`src/rtl/ldst_agu_pkg.sv`:
```
package ldst_agu_pkg;

   typedef enum logic [1:0] {
      AM_OFFSET = 2'd0,
      AM_PRE    = 2'd1,
      AM_POST   = 2'd2,
      AM_RSVD   = 2'd3
   } am_mode_e;

   typedef enum logic [1:0] {
      SZ_BYTE = 2'd0,
      SZ_HALF = 2'd1,
      SZ_WORD = 2'd2,
      SZ_DUAL = 2'd3
   } acc_size_e;

   function automatic logic is_indexed(input logic [1:0] mode);
      return (mode == AM_PRE) || (mode == AM_POST);
   endfunction

endpackage

```
`src/rtl/ldst_agu_arith.sv`:
```
module ldst_agu_arith #(
   parameter int ADDR_W       = 32,
   parameter int IMM_W        = 12,
   parameter int STEP         = 4,
   parameter bit SHARED_ADDER = 1'b1
) (
   input  logic [ADDR_W-1:0] base,
   input  logic [IMM_W-1:0]  imm,
   input  logic              sub,
   input  logic [1:0]        mode,
   output logic [ADDR_W-1:0] addr,
   output logic [ADDR_W-1:0] addr2,
   output logic [ADDR_W-1:0] moved
);
   import ldst_agu_pkg::*;

   localparam int PAD_W = ADDR_W - IMM_W;

   logic [ADDR_W-1:0] ext;
   assign ext = {{PAD_W{1'b0}}, imm};

   generate
      if (SHARED_ADDER) begin : g_shared
         logic [ADDR_W-1:0] operand;
         always_comb begin
            operand = sub ? ~ext : ext;
            moved   = base + operand + {{(ADDR_W-1){1'b0}}, sub};
         end
      end else begin : g_split
         logic [ADDR_W-1:0] sum_up;
         logic [ADDR_W-1:0] sum_dn;
         always_comb begin
            sum_up = base + ext;
            sum_dn = base - ext;
            moved  = sub ? sum_dn : sum_up;
         end
      end
   endgenerate

   always_comb begin
      addr  = (mode == AM_POST) ? base : moved;
      addr2 = addr + ADDR_W'(STEP);
   end

endmodule

```
`src/rtl/ldst_agu_range.sv`:
```
module ldst_agu_range #(
   parameter int IMM_W         = 12,
   parameter int IMM_POS_LIMIT = 4095,
   parameter int IDX_LIMIT     = 255,
   parameter int NEG_LIMIT     = 255,
   parameter int DUAL_LIMIT    = 1020,
   parameter int DUAL_ALIGN    = 4
) (
   input  logic [IMM_W-1:0] imm,
   input  logic             sub,
   input  logic [1:0]       mode,
   input  logic [1:0]       size,
   output logic             bad
);
   import ldst_agu_pkg::*;

   localparam int ALIGN_BITS = $clog2(DUAL_ALIGN);
   localparam logic [IMM_W-1:0] POS_LIM  = IMM_W'(IMM_POS_LIMIT);
   localparam logic [IMM_W-1:0] IDX_LIM  = IMM_W'(IDX_LIMIT);
   localparam logic [IMM_W-1:0] NEG_LIM  = IMM_W'(NEG_LIMIT);
   localparam logic [IMM_W-1:0] DUAL_LIM = IMM_W'(DUAL_LIMIT);

   logic misaligned;

   generate
      if (ALIGN_BITS == 0) begin : g_no_align
         assign misaligned = 1'b0;
      end else begin : g_align
         assign misaligned = |imm[ALIGN_BITS-1:0];
      end
   endgenerate

   logic over_single;
   logic over_dual;

   always_comb begin
      if (sub)
         over_single = imm > NEG_LIM;
      else if (mode == AM_OFFSET)
         over_single = imm > POS_LIM;
      else
         over_single = imm > IDX_LIM;
      over_dual = misaligned || (imm > DUAL_LIM);
      bad = (size == SZ_DUAL) ? over_dual : over_single;
   end

endmodule

```
`src/rtl/ldst_agu_regchk.sv`:
```
module ldst_agu_regchk #(
   parameter int RIDX_W = 4,
   parameter int PC_IDX = 15,
   parameter int SP_IDX = 13
) (
   input  logic              load,
   input  logic [1:0]        mode,
   input  logic [1:0]        size,
   input  logic [RIDX_W-1:0] rt,
   input  logic [RIDX_W-1:0] rt2,
   input  logic [RIDX_W-1:0] rn,
   output logic              bad
);
   import ldst_agu_pkg::*;

   localparam logic [RIDX_W-1:0] PC_R = RIDX_W'(PC_IDX);
   localparam logic [RIDX_W-1:0] SP_R = RIDX_W'(SP_IDX);

   logic dual, word, idx;
   logic rt_pc, rt_sp, rt2_pc, rt2_sp;
   logic pair_clash, base_clash, load_bad, store_bad;

   always_comb begin
      dual   = (size == SZ_DUAL);
      word   = (size == SZ_WORD);
      idx    = is_indexed(mode);
      rt_pc  = (rt == PC_R);
      rt_sp  = (rt == SP_R);
      rt2_pc = dual && (rt2 == PC_R);
      rt2_sp = dual && (rt2 == SP_R);

      pair_clash = load && dual && (rt == rt2);
      base_clash = idx && ((rn == rt) || (dual && (rn == rt2)));
      load_bad   = load && !word && (rt_pc || rt_sp || rt2_pc || rt2_sp);
      store_bad  = !load && (rt_pc || rt2_pc || (rn == PC_R) ||
                             (!word && (rt_sp || rt2_sp)));

      bad = (mode == AM_RSVD) || pair_clash || base_clash || load_bad || store_bad;
   end

endmodule

```
`src/rtl/ldst_addr_gen.sv`:
```
module ldst_addr_gen #(
   parameter int ADDR_W        = 32,
   parameter int RIDX_W        = 4,
   parameter int PC_IDX        = 15,
   parameter int SP_IDX        = 13,
   parameter int IMM_POS_LIMIT = 4095,
   parameter int IDX_LIMIT     = 255,
   parameter int NEG_LIMIT     = 255,
   parameter int DUAL_LIMIT    = 1020,
   parameter int DUAL_ALIGN    = 4,
   parameter bit SHARED_ADDER  = 1'b1,
   localparam int IMM_W        = $clog2(IMM_POS_LIMIT + 1)
) (
   input  logic              clk,
   input  logic              rst_n,
   input  logic              req_valid,
   input  logic              req_load,
   input  logic [1:0]        req_mode,
   input  logic [1:0]        req_size,
   input  logic [ADDR_W-1:0] req_base,
   input  logic [IMM_W-1:0]  req_imm,
   input  logic              req_sub,
   input  logic [RIDX_W-1:0] req_rt,
   input  logic [RIDX_W-1:0] req_rt2,
   input  logic [RIDX_W-1:0] req_rn,
   input  logic [ADDR_W-1:0] req_ldval,
   output logic              rsp_valid,
   output logic [ADDR_W-1:0] rsp_addr,
   output logic [ADDR_W-1:0] rsp_addr2,
   output logic [ADDR_W-1:0] rsp_wb_val,
   output logic              rsp_wb_en,
   output logic              rsp_err_offset,
   output logic              rsp_err_encoding,
   output logic              rsp_pc_fault,
   output logic              rsp_branch,
   output logic [ADDR_W-1:0] rsp_branch_tgt,
   output logic              rsp_flags_we
);
   import ldst_agu_pkg::*;

   localparam int STEP = ADDR_W / 8;

   generate
      if (ADDR_W <= IMM_W || (ADDR_W % 8) != 0) begin : g_bad_addr_w
         initial $fatal(1, "ldst_addr_gen: ADDR_W must be a byte multiple wider than the offset");
      end
      if (IDX_LIMIT > IMM_POS_LIMIT || NEG_LIMIT > IMM_POS_LIMIT || DUAL_LIMIT > IMM_POS_LIMIT) begin : g_bad_lim
         initial $fatal(1, "ldst_addr_gen: range limits exceed the offset field");
      end
      if (DUAL_ALIGN < 1 || (DUAL_ALIGN & (DUAL_ALIGN - 1)) != 0) begin : g_bad_align
         initial $fatal(1, "ldst_addr_gen: DUAL_ALIGN must be a power of two");
      end
      if (PC_IDX >= (1 << RIDX_W) || SP_IDX >= (1 << RIDX_W) || PC_IDX == SP_IDX) begin : g_bad_idx
         initial $fatal(1, "ldst_addr_gen: special register indices invalid");
      end
   endgenerate

   logic [ADDR_W-1:0] c_addr, c_addr2, c_moved;
   logic              c_off_bad, c_enc_bad;

   ldst_agu_arith #(
      .ADDR_W(ADDR_W), .IMM_W(IMM_W), .STEP(STEP), .SHARED_ADDER(SHARED_ADDER)
   ) u_arith (
      .base(req_base), .imm(req_imm), .sub(req_sub), .mode(req_mode),
      .addr(c_addr), .addr2(c_addr2), .moved(c_moved)
   );

   ldst_agu_range #(
      .IMM_W(IMM_W), .IMM_POS_LIMIT(IMM_POS_LIMIT), .IDX_LIMIT(IDX_LIMIT),
      .NEG_LIMIT(NEG_LIMIT), .DUAL_LIMIT(DUAL_LIMIT), .DUAL_ALIGN(DUAL_ALIGN)
   ) u_range (
      .imm(req_imm), .sub(req_sub), .mode(req_mode), .size(req_size), .bad(c_off_bad)
   );

   ldst_agu_regchk #(
      .RIDX_W(RIDX_W), .PC_IDX(PC_IDX), .SP_IDX(SP_IDX)
   ) u_regchk (
      .load(req_load), .mode(req_mode), .size(req_size),
      .rt(req_rt), .rt2(req_rt2), .rn(req_rn), .bad(c_enc_bad)
   );

   logic c_pc_load, c_branch, c_fault, c_wb_en;
   logic [ADDR_W-1:0] c_tgt;

   always_comb begin
      c_pc_load = req_load && (req_size == SZ_WORD) &&
                  (req_rt == RIDX_W'(PC_IDX)) && !c_off_bad && !c_enc_bad;
      c_branch  = c_pc_load && req_ldval[0];
      c_fault   = c_pc_load && !req_ldval[0];
      c_tgt     = {req_ldval[ADDR_W-1:1], 1'b0};
      c_wb_en   = is_indexed(req_mode) && !c_off_bad && !c_enc_bad && !c_fault;
   end

   always_ff @(posedge clk) begin
      if (!rst_n) begin
         rsp_valid        <= 1'b0;
         rsp_addr         <= '0;
         rsp_addr2        <= '0;
         rsp_wb_val       <= '0;
         rsp_wb_en        <= 1'b0;
         rsp_err_offset   <= 1'b0;
         rsp_err_encoding <= 1'b0;
         rsp_pc_fault     <= 1'b0;
         rsp_branch       <= 1'b0;
         rsp_branch_tgt   <= '0;
      end else begin
         rsp_valid <= req_valid;
         if (req_valid) begin
            rsp_addr         <= c_addr;
            rsp_addr2        <= c_addr2;
            rsp_wb_val       <= c_moved;
            rsp_wb_en        <= c_wb_en;
            rsp_err_offset   <= c_off_bad;
            rsp_err_encoding <= c_enc_bad;
            rsp_pc_fault     <= c_fault;
            rsp_branch       <= c_branch;
            rsp_branch_tgt   <= c_tgt;
         end
      end
   end

   assign rsp_flags_we = 1'b0;

endmodule

```
`config.mk`:
```
export PLATFORM = sky130hd
export DESIGN_NAME = ldst_addr_gen
export DESIGN_NICKNAME = d
export VERILOG_FILES = /design/src/rtl/ldst_agu_pkg.sv /design/src/rtl/ldst_agu_arith.sv /design/src/rtl/ldst_agu_range.sv /design/src/rtl/ldst_agu_regchk.sv /design/src/rtl/ldst_addr_gen.sv
export SDC_FILE = /design/constraint.sdc
export NUM_CORES = 1
export LEC_CHECK = 0
export ABC_AREA = 1
export BUFFER_PORTS_ARGS = -buffer_cell sky130_fd_sc_hd__buf_2
export CAP_MARGIN = 5
export CORE_MARGIN = 5
export CORE_UTILIZATION = 30
export DETAILED_ROUTE_END_ITERATION = 12
export HOLD_SLACK_MARGIN = 0.03
export PLACE_DENSITY = 0.54
export SYNTH_ARGS = -nofsm -noshare
export SYNTH_HDL_FRONTEND = slang
export SYNTH_SLANG_ARGS = --single-unit
```
`constraint.sdc`:
```
create_clock -name clk -period 4.1 [get_ports clk]
set_input_delay 0.205 -clock clk [delete_from_list [all_inputs] [get_ports clk]]
set_output_delay 0.205 -clock clk [all_outputs]
set_load 0.02 [all_outputs]
```
# --- Word level (Yosys, flattened, before mapping) ---
# Cells that the tools add are included.
totals:
  reg_bits: 133
  inputBits: 97
op_classes:
  add_sub_neg: 3
  order_cmp: 3
  n_eq_ne: 13
  mux: 5
  bitwise: 1
  n_reduce_logical: 41
op_table:
  columns: ["operator", "n"]
  rows:
  - ["$mux 32", 2]
  - ["$add 32x1->32", 1]
  - ["$add 32x3->32 const B", 1]
  - ["$add 32x32->32", 1]
  - ["$not 12->32", 1]
  - ["$eq 4x4->1 const B", 5]
  - ["$logic_and 1x1->1", 19]
  - ["$logic_or 1x1->1", 14]
  - ["$eq 4x4->1", 3]
  - ["$gt 12x10->1 const B", 1]
  - ["$gt 12x12->1 const B", 1]
  - ["$gt 12x8->1 const B", 1]
  - ["$eq 2x2->1 const B", 4]
  - ["$logic_not 1->1", 6]
  - ["$mux 1", 3]
  - ["$eq 2x1->1 const B", 1]
  - ["$logic_not 2->1", 1]
  - ["$reduce_or 2->1", 1]

# --- Logic depth before layout (Yosys ltp) ---
logic_depth:
  word_depth: 12
  ltp_mapped: 24
  mapped_depth_nobuf: 23

# --- By module ---
# A second synthesis with hierarchy kept.
unflattened:
  cells_unflattened: 1588
  area_unflattened_um2: 9522.9
modules_own_cells:
  columns: ["module", "n_inst", "cells_per_inst", "area_each_um2", "seq_area_each_um2"]
  rows:
  - ["ldst_addr_gen", 1, 591, 4699.5, 2662.6]
  - ["ldst_agu_arith", 1, 918, 4469.3, 0.0]
  - ["ldst_agu_regchk", 1, 67, 304.0, 0.0]
  - ["ldst_agu_range", 1, 12, 50.0, 0.0]

# --- Least setup slack after synthesis ---
# No wires, ideal clock.
synth_timing:
  path_kind: "in2reg"
  start: "input port req_sub"
  end: "register rsp_addr2[28]"
  t_arrival_ns: 2.899
  required_ns: 3.985
  path_slack_ns: 1.086
  cell_stages: 21
  n_path_buf: 2
  path_cell_list: "buf_2 -> buf_1 -> xor2_1 -> ha_1 -> nand2_1 -> inv_1 -> nand2_2 -> nand2_2 -> nand2_1 -> nand2_2 -> o21ai_2 -> ha_1 -> nand2_1 -> nor2_2 -> nand2_2 -> nor2_4 -> nand3_2 -> nor2_4 -> nand2_1 -> a21oi_1 -> nor2_1"
synth_between:
  elab_chain_len: 5
synth_lines:
  columns: ["element", "line_no", "source"]
  rows:
  - ["from (decl)", "ldst_addr_gen.sv:22", "input logic req_sub,"]
  - ["$mux 32", "ldst_agu_arith.sv:26", "operand = sub ? ~ext : ext;"]
  - ["$add 32x32->32", "ldst_agu_arith.sv:27", "moved = base + operand + {{(ADDR_W-1){1'b0}}, sub};"]
  - ["$add 32x1->32 *", "ldst_agu_arith.sv:27", null]
  - ["$mux 32 *", "ldst_agu_arith.sv:41", "addr = (mode == AM_POST) ? base : moved;"]
  - ["named net c_addr[3]", "ldst_addr_gen.sv:58", "logic [ADDR_W-1:0] c_addr, c_addr2, c_moved;"]
  - ["$add 32x3->32 *", "ldst_agu_arith.sv:42", "addr2 = addr + ADDR_W'(STEP);"]
  - ["to (signal assigned)", "ldst_addr_gen.sv:110", "rsp_addr2 <= c_addr2;"]
  - ["to (decl)", "ldst_addr_gen.sv:29", "output logic [ADDR_W-1:0] rsp_addr2,"]
# The timed path passes the listed nets; every way through them passes the cells marked *.
# A chain may end at the register's enable or synchronous reset.

# --- Worst setup path in the final report ---
layout_timing:
  start: "input port req_sub"
  end: "register rsp_addr2[26]"
# The elaborated chain is that of the path after synthesis.

==> impl_metrics.json <==
{
  "reg2reg_from": "rsp_err_encoding",
  "area_growth_pct": 27.0,
  "hold_path_end": "rsp_branch_tgt[18]",
  "cts_made_buffers": 17,
  "reg2reg_depth": 3,
  "synth_most_common_cell": "nand2_1",
  "post-route-min-period_ps": 2770,
  "async_flop_share_pct": 0,
  "final_cells": 2030,
  "synth_seq_cells": 131,
  "whs_path_depth": 2,
  "required_ps": 4420,
  "synth_edf_count": 0,
  "start_util_pct": 30.2,
  "antenna_cells": 0,
  "outcome": "completed",
  "yosys-top-cells-area": "dfxtp_1 30%, nand2_1 19%, inv_1 8.5%",
  "postCtsSetupBuffers": 0,
  "tightest_slew_ps": 1000,
  "core_area_um2": 29400,
  "rrSetupSlack_ps": 3280,
  "avgSynthCellArea_um2": 6.38,
  "fin_crit_sh_pct": 67.7,
  "critPathSlowestCell": "buf_2",
  "first_pass_iters": 5,
  "num_rows": 63,
  "synth_common_cells": "444 x nand2_1, 201 x inv_1, 131 x dfxtp_1, 93 x nand3_1, 87 x nor2_1",
  "grt_pass1_wl_um": 51100,
  "synth-warning-count": 0,
  "clk_latency_ps": 430,
  "postRouteAntennaNets": 0,
  "hp-class": "in2reg",
  "finalSetupTns_ps": 0,
  "hold_viol": 0,
  "grt_max_degree": 65,
  "path_clk_slew_ps": 70,
  "met2_length_um": 15600,
  "wirelength_met1_um": 15300,
  "ys_seq_area_share_pct": 29.6,
  "vdd_drop_max_mv": 0.246,
  "viasPerCell": 4.72,
  "yosys_most_used_dff": "dfxtp_1",
  "ctsLongestPathBuffers": 2,
  "p_leak_uw": 0.00614,
  "reg2reg_to": "rsp_err_encoding",
  "routed_wl_um": 33700,
  "wl_per_cell_um": 16.6,
  "final_nets": 1760,
  "crit_path_max_fanout": 14,
  "crit_path_start_kind": "input pin",
  "placed_cells": 1971,
  "gp_congestion": 0.908,
  "synthCells": 1390,
  "rsz0062_at_grt": "false",
  "crit_top_cell": "nand2_1",
  "cts_tree": "yes",
  "cts.htree.levels": 4,
  "layout-drive-gt1-share_pct": 23.2,
  "num_vias": 9591,
  "power.density_nw_per_um2": 400,
  "max_stage_delay_ps": 330,
  "total_power_uw": 4510,
  "io-pin-count": 232,
  "max_clock_freq_ghz": 0.360,
  "path_class": "in2reg",
  "hold_start": "req_ldval[18]",
  "maxUsedRoutingLayer": "met5",
  "die_area_um2": 33100,
  "grt_util_all_layers_pct": 19.6,
  "drc": 0,
  "netlist-cell-type-count": 46,
  "synth_area_leader_cell": "dfxtp_1",
  "setup_viol": 0,
  "port_buffers": 229,
  "cts-root-buf": "clkbuf_16",
  "n_fill_cell": 3184,
  "synth_top_area_share_pct": 29.6,
  "cp-end-kind": "flop",
  "die_h_um": 182,
  "relSlewSlack_pct": 33.0,
  "die_w_um": 182,
  "cts_num_sinks": 131,
  "synthesis.area_um2": 8870,
  "clock_skew_ps": 0,
  "drtIter0Drc": 533,
  "grt_pass1_vias": 9101,
  "antenna_found_initial": 1,
  "cp.arrival_ps": 3100,
  "maxCapViolCount": 0,
  "crit_chain": "buf_2, xor2_1, ha_1, nand2_1, inv_1, nand2_2, nand2_2, nand2_1, nand2_2, o21ai_2, ha_1, nand2_1, nor2_2, nand3_1, nor2_1, nand3_1, nor2_2, nand2_1, nand2_1, nand3_1, nand2_1, inv_1",
  "gr-total-overflow": 0,
  "final_max_slew_viol_count": 0,
  "post-dp-hpwl_um": 26500,
  "dr_wl_met3_um": 2020,
  "finalCoreUtilization_pct": 38.3
}
==> flip-flops by register name (all words and copies together), names as in the netlist <==
signal,cells
rsp_wb_en,1
rsp_branch,1
rsp_wb_val,32
rsp_err_encoding,1
rsp_addr2,30
rsp_valid,1
rsp_pc_fault,1
rsp_branch_tgt,31
rsp_addr,32
rsp_err_offset,1
==> cell usage in the layout (no fill, tap or decap), drive strengths merged <==
cell type,count
a211oi,2
a22o,34
ha,35
a31oi,9
a22oi,3
and2,2
nor4,3
a32o,12
nand3,107
buf,239
or3b,1
o21ai,72
clkbuf,17
dfxtp,131
o41ai,3
xor2,13
bufinv,3
clkinv,7
o31ai,1
a21oi,33
inv,215
nand2,473
a21o,2
nor3,7
nor2,112
conb,2
o211ai,19
o22ai,1
or2,26
xnor2,7
a221oi,1
nand3b,4
dlygate4sd3,27
nand4,15
o21a,1
fa,1
==> timing repair <==
item	in CTS	in global routing
hold buffers	27	0
resized for setup	0	0
hold endpoints to repair	27	0
==> where the power goes <==
part	internal, µW	switching [µW]	total (µW)	leakage (µW)
logic	454	942	1400	0.00475
registers	1390	70.4	1460	0.00108
clock network	975	674	1650	0.000306
total	2820	1690	4510	0.00614
==> through the flow <==
stage               instance area [µm²]  hold WS [ps]  setup WS, ps
detailed placement                10400           432           896
finish                            11300          31.2          1330
CTS                               11300          38.8          1350
floorplan                          8870           344          1090
global route                      11300          36.1           936
global placement                  10400           431           935
==> final cells by class <==
| class | instances | area [µm²] | share of cell area (%) |
|---|---|---|---|
| inverter | 210 | 788 | 7.00 |
| clock buffer | 17 | 425 | 3.78 |
| tap | 390 | 488 | 4.33 |
| clock inverter | 15 | 194 | 1.72 |
| multi-input combinational | 1001 | 5250 | 46.6 |
| sequential | 131 | 2620 | 23.3 |
| timing repair buffer | 266 | 1490 | 13.2 |
==> critical path: cells and delay by family <==
family          cells  cell delay [ps]
compound gates      1              150
simple gates       15             1530
xor+xnor            1              290
fa+ha+maj           2              480
buf+inv             3              430
==> cell families (layout without fill, tap and decap cells) <==
| family | Yosys count | count (layout) | share of synthesized area [%] |
|---|---|---|---|
| AO/OA/AOI/OAI | 193 | 193 | 14.3 |
| XOR/XNOR | 20 | 20 | 1.98 |
| adder cells (fa/ha/maj) | 36 | 36 | 5.16 |
| buffers and inverters | 259 | 508 | 11.3 |
| flip-flops | 131 | 131 | 29.6 |
| other | 1 | 2 | 0.0423 |
| AND/OR/NAND/NOR | 750 | 750 | 37.6 |
==> metal layers <==
metal | vias up | GRT usage (%)
met3 | 50 | 3.99
met2 | 319 | 33.3
met5 | - | 0
li1 | 4933 | -
met4 | 2 | 5.76
met1 | 4287 | 25.1
==> worst max path at each step <==
| stage | cells after the start | startpoint | slack (ps) | end |
|---|---|---|---|---|
| 4_1_cts | 22 | req_sub | 1350 | rsp_addr2[26] |
| 5_1_grt | 19 | req_sub | 940 | rsp_addr2[23] |
| 2_1_floorplan | 21 | req_sub | 1090 | rsp_addr2[28] |
| 6_report | 22 | req_sub | 1330 | rsp_addr2[26] |
| 3_5_place_dp | 22 | req_sub | 900 | rsp_addr2[26] |
| 3_3_place_gp | 21 | req_sub | 930 | rsp_addr2[30] |
Note: power is estimated with default switching activity, not from simulation.
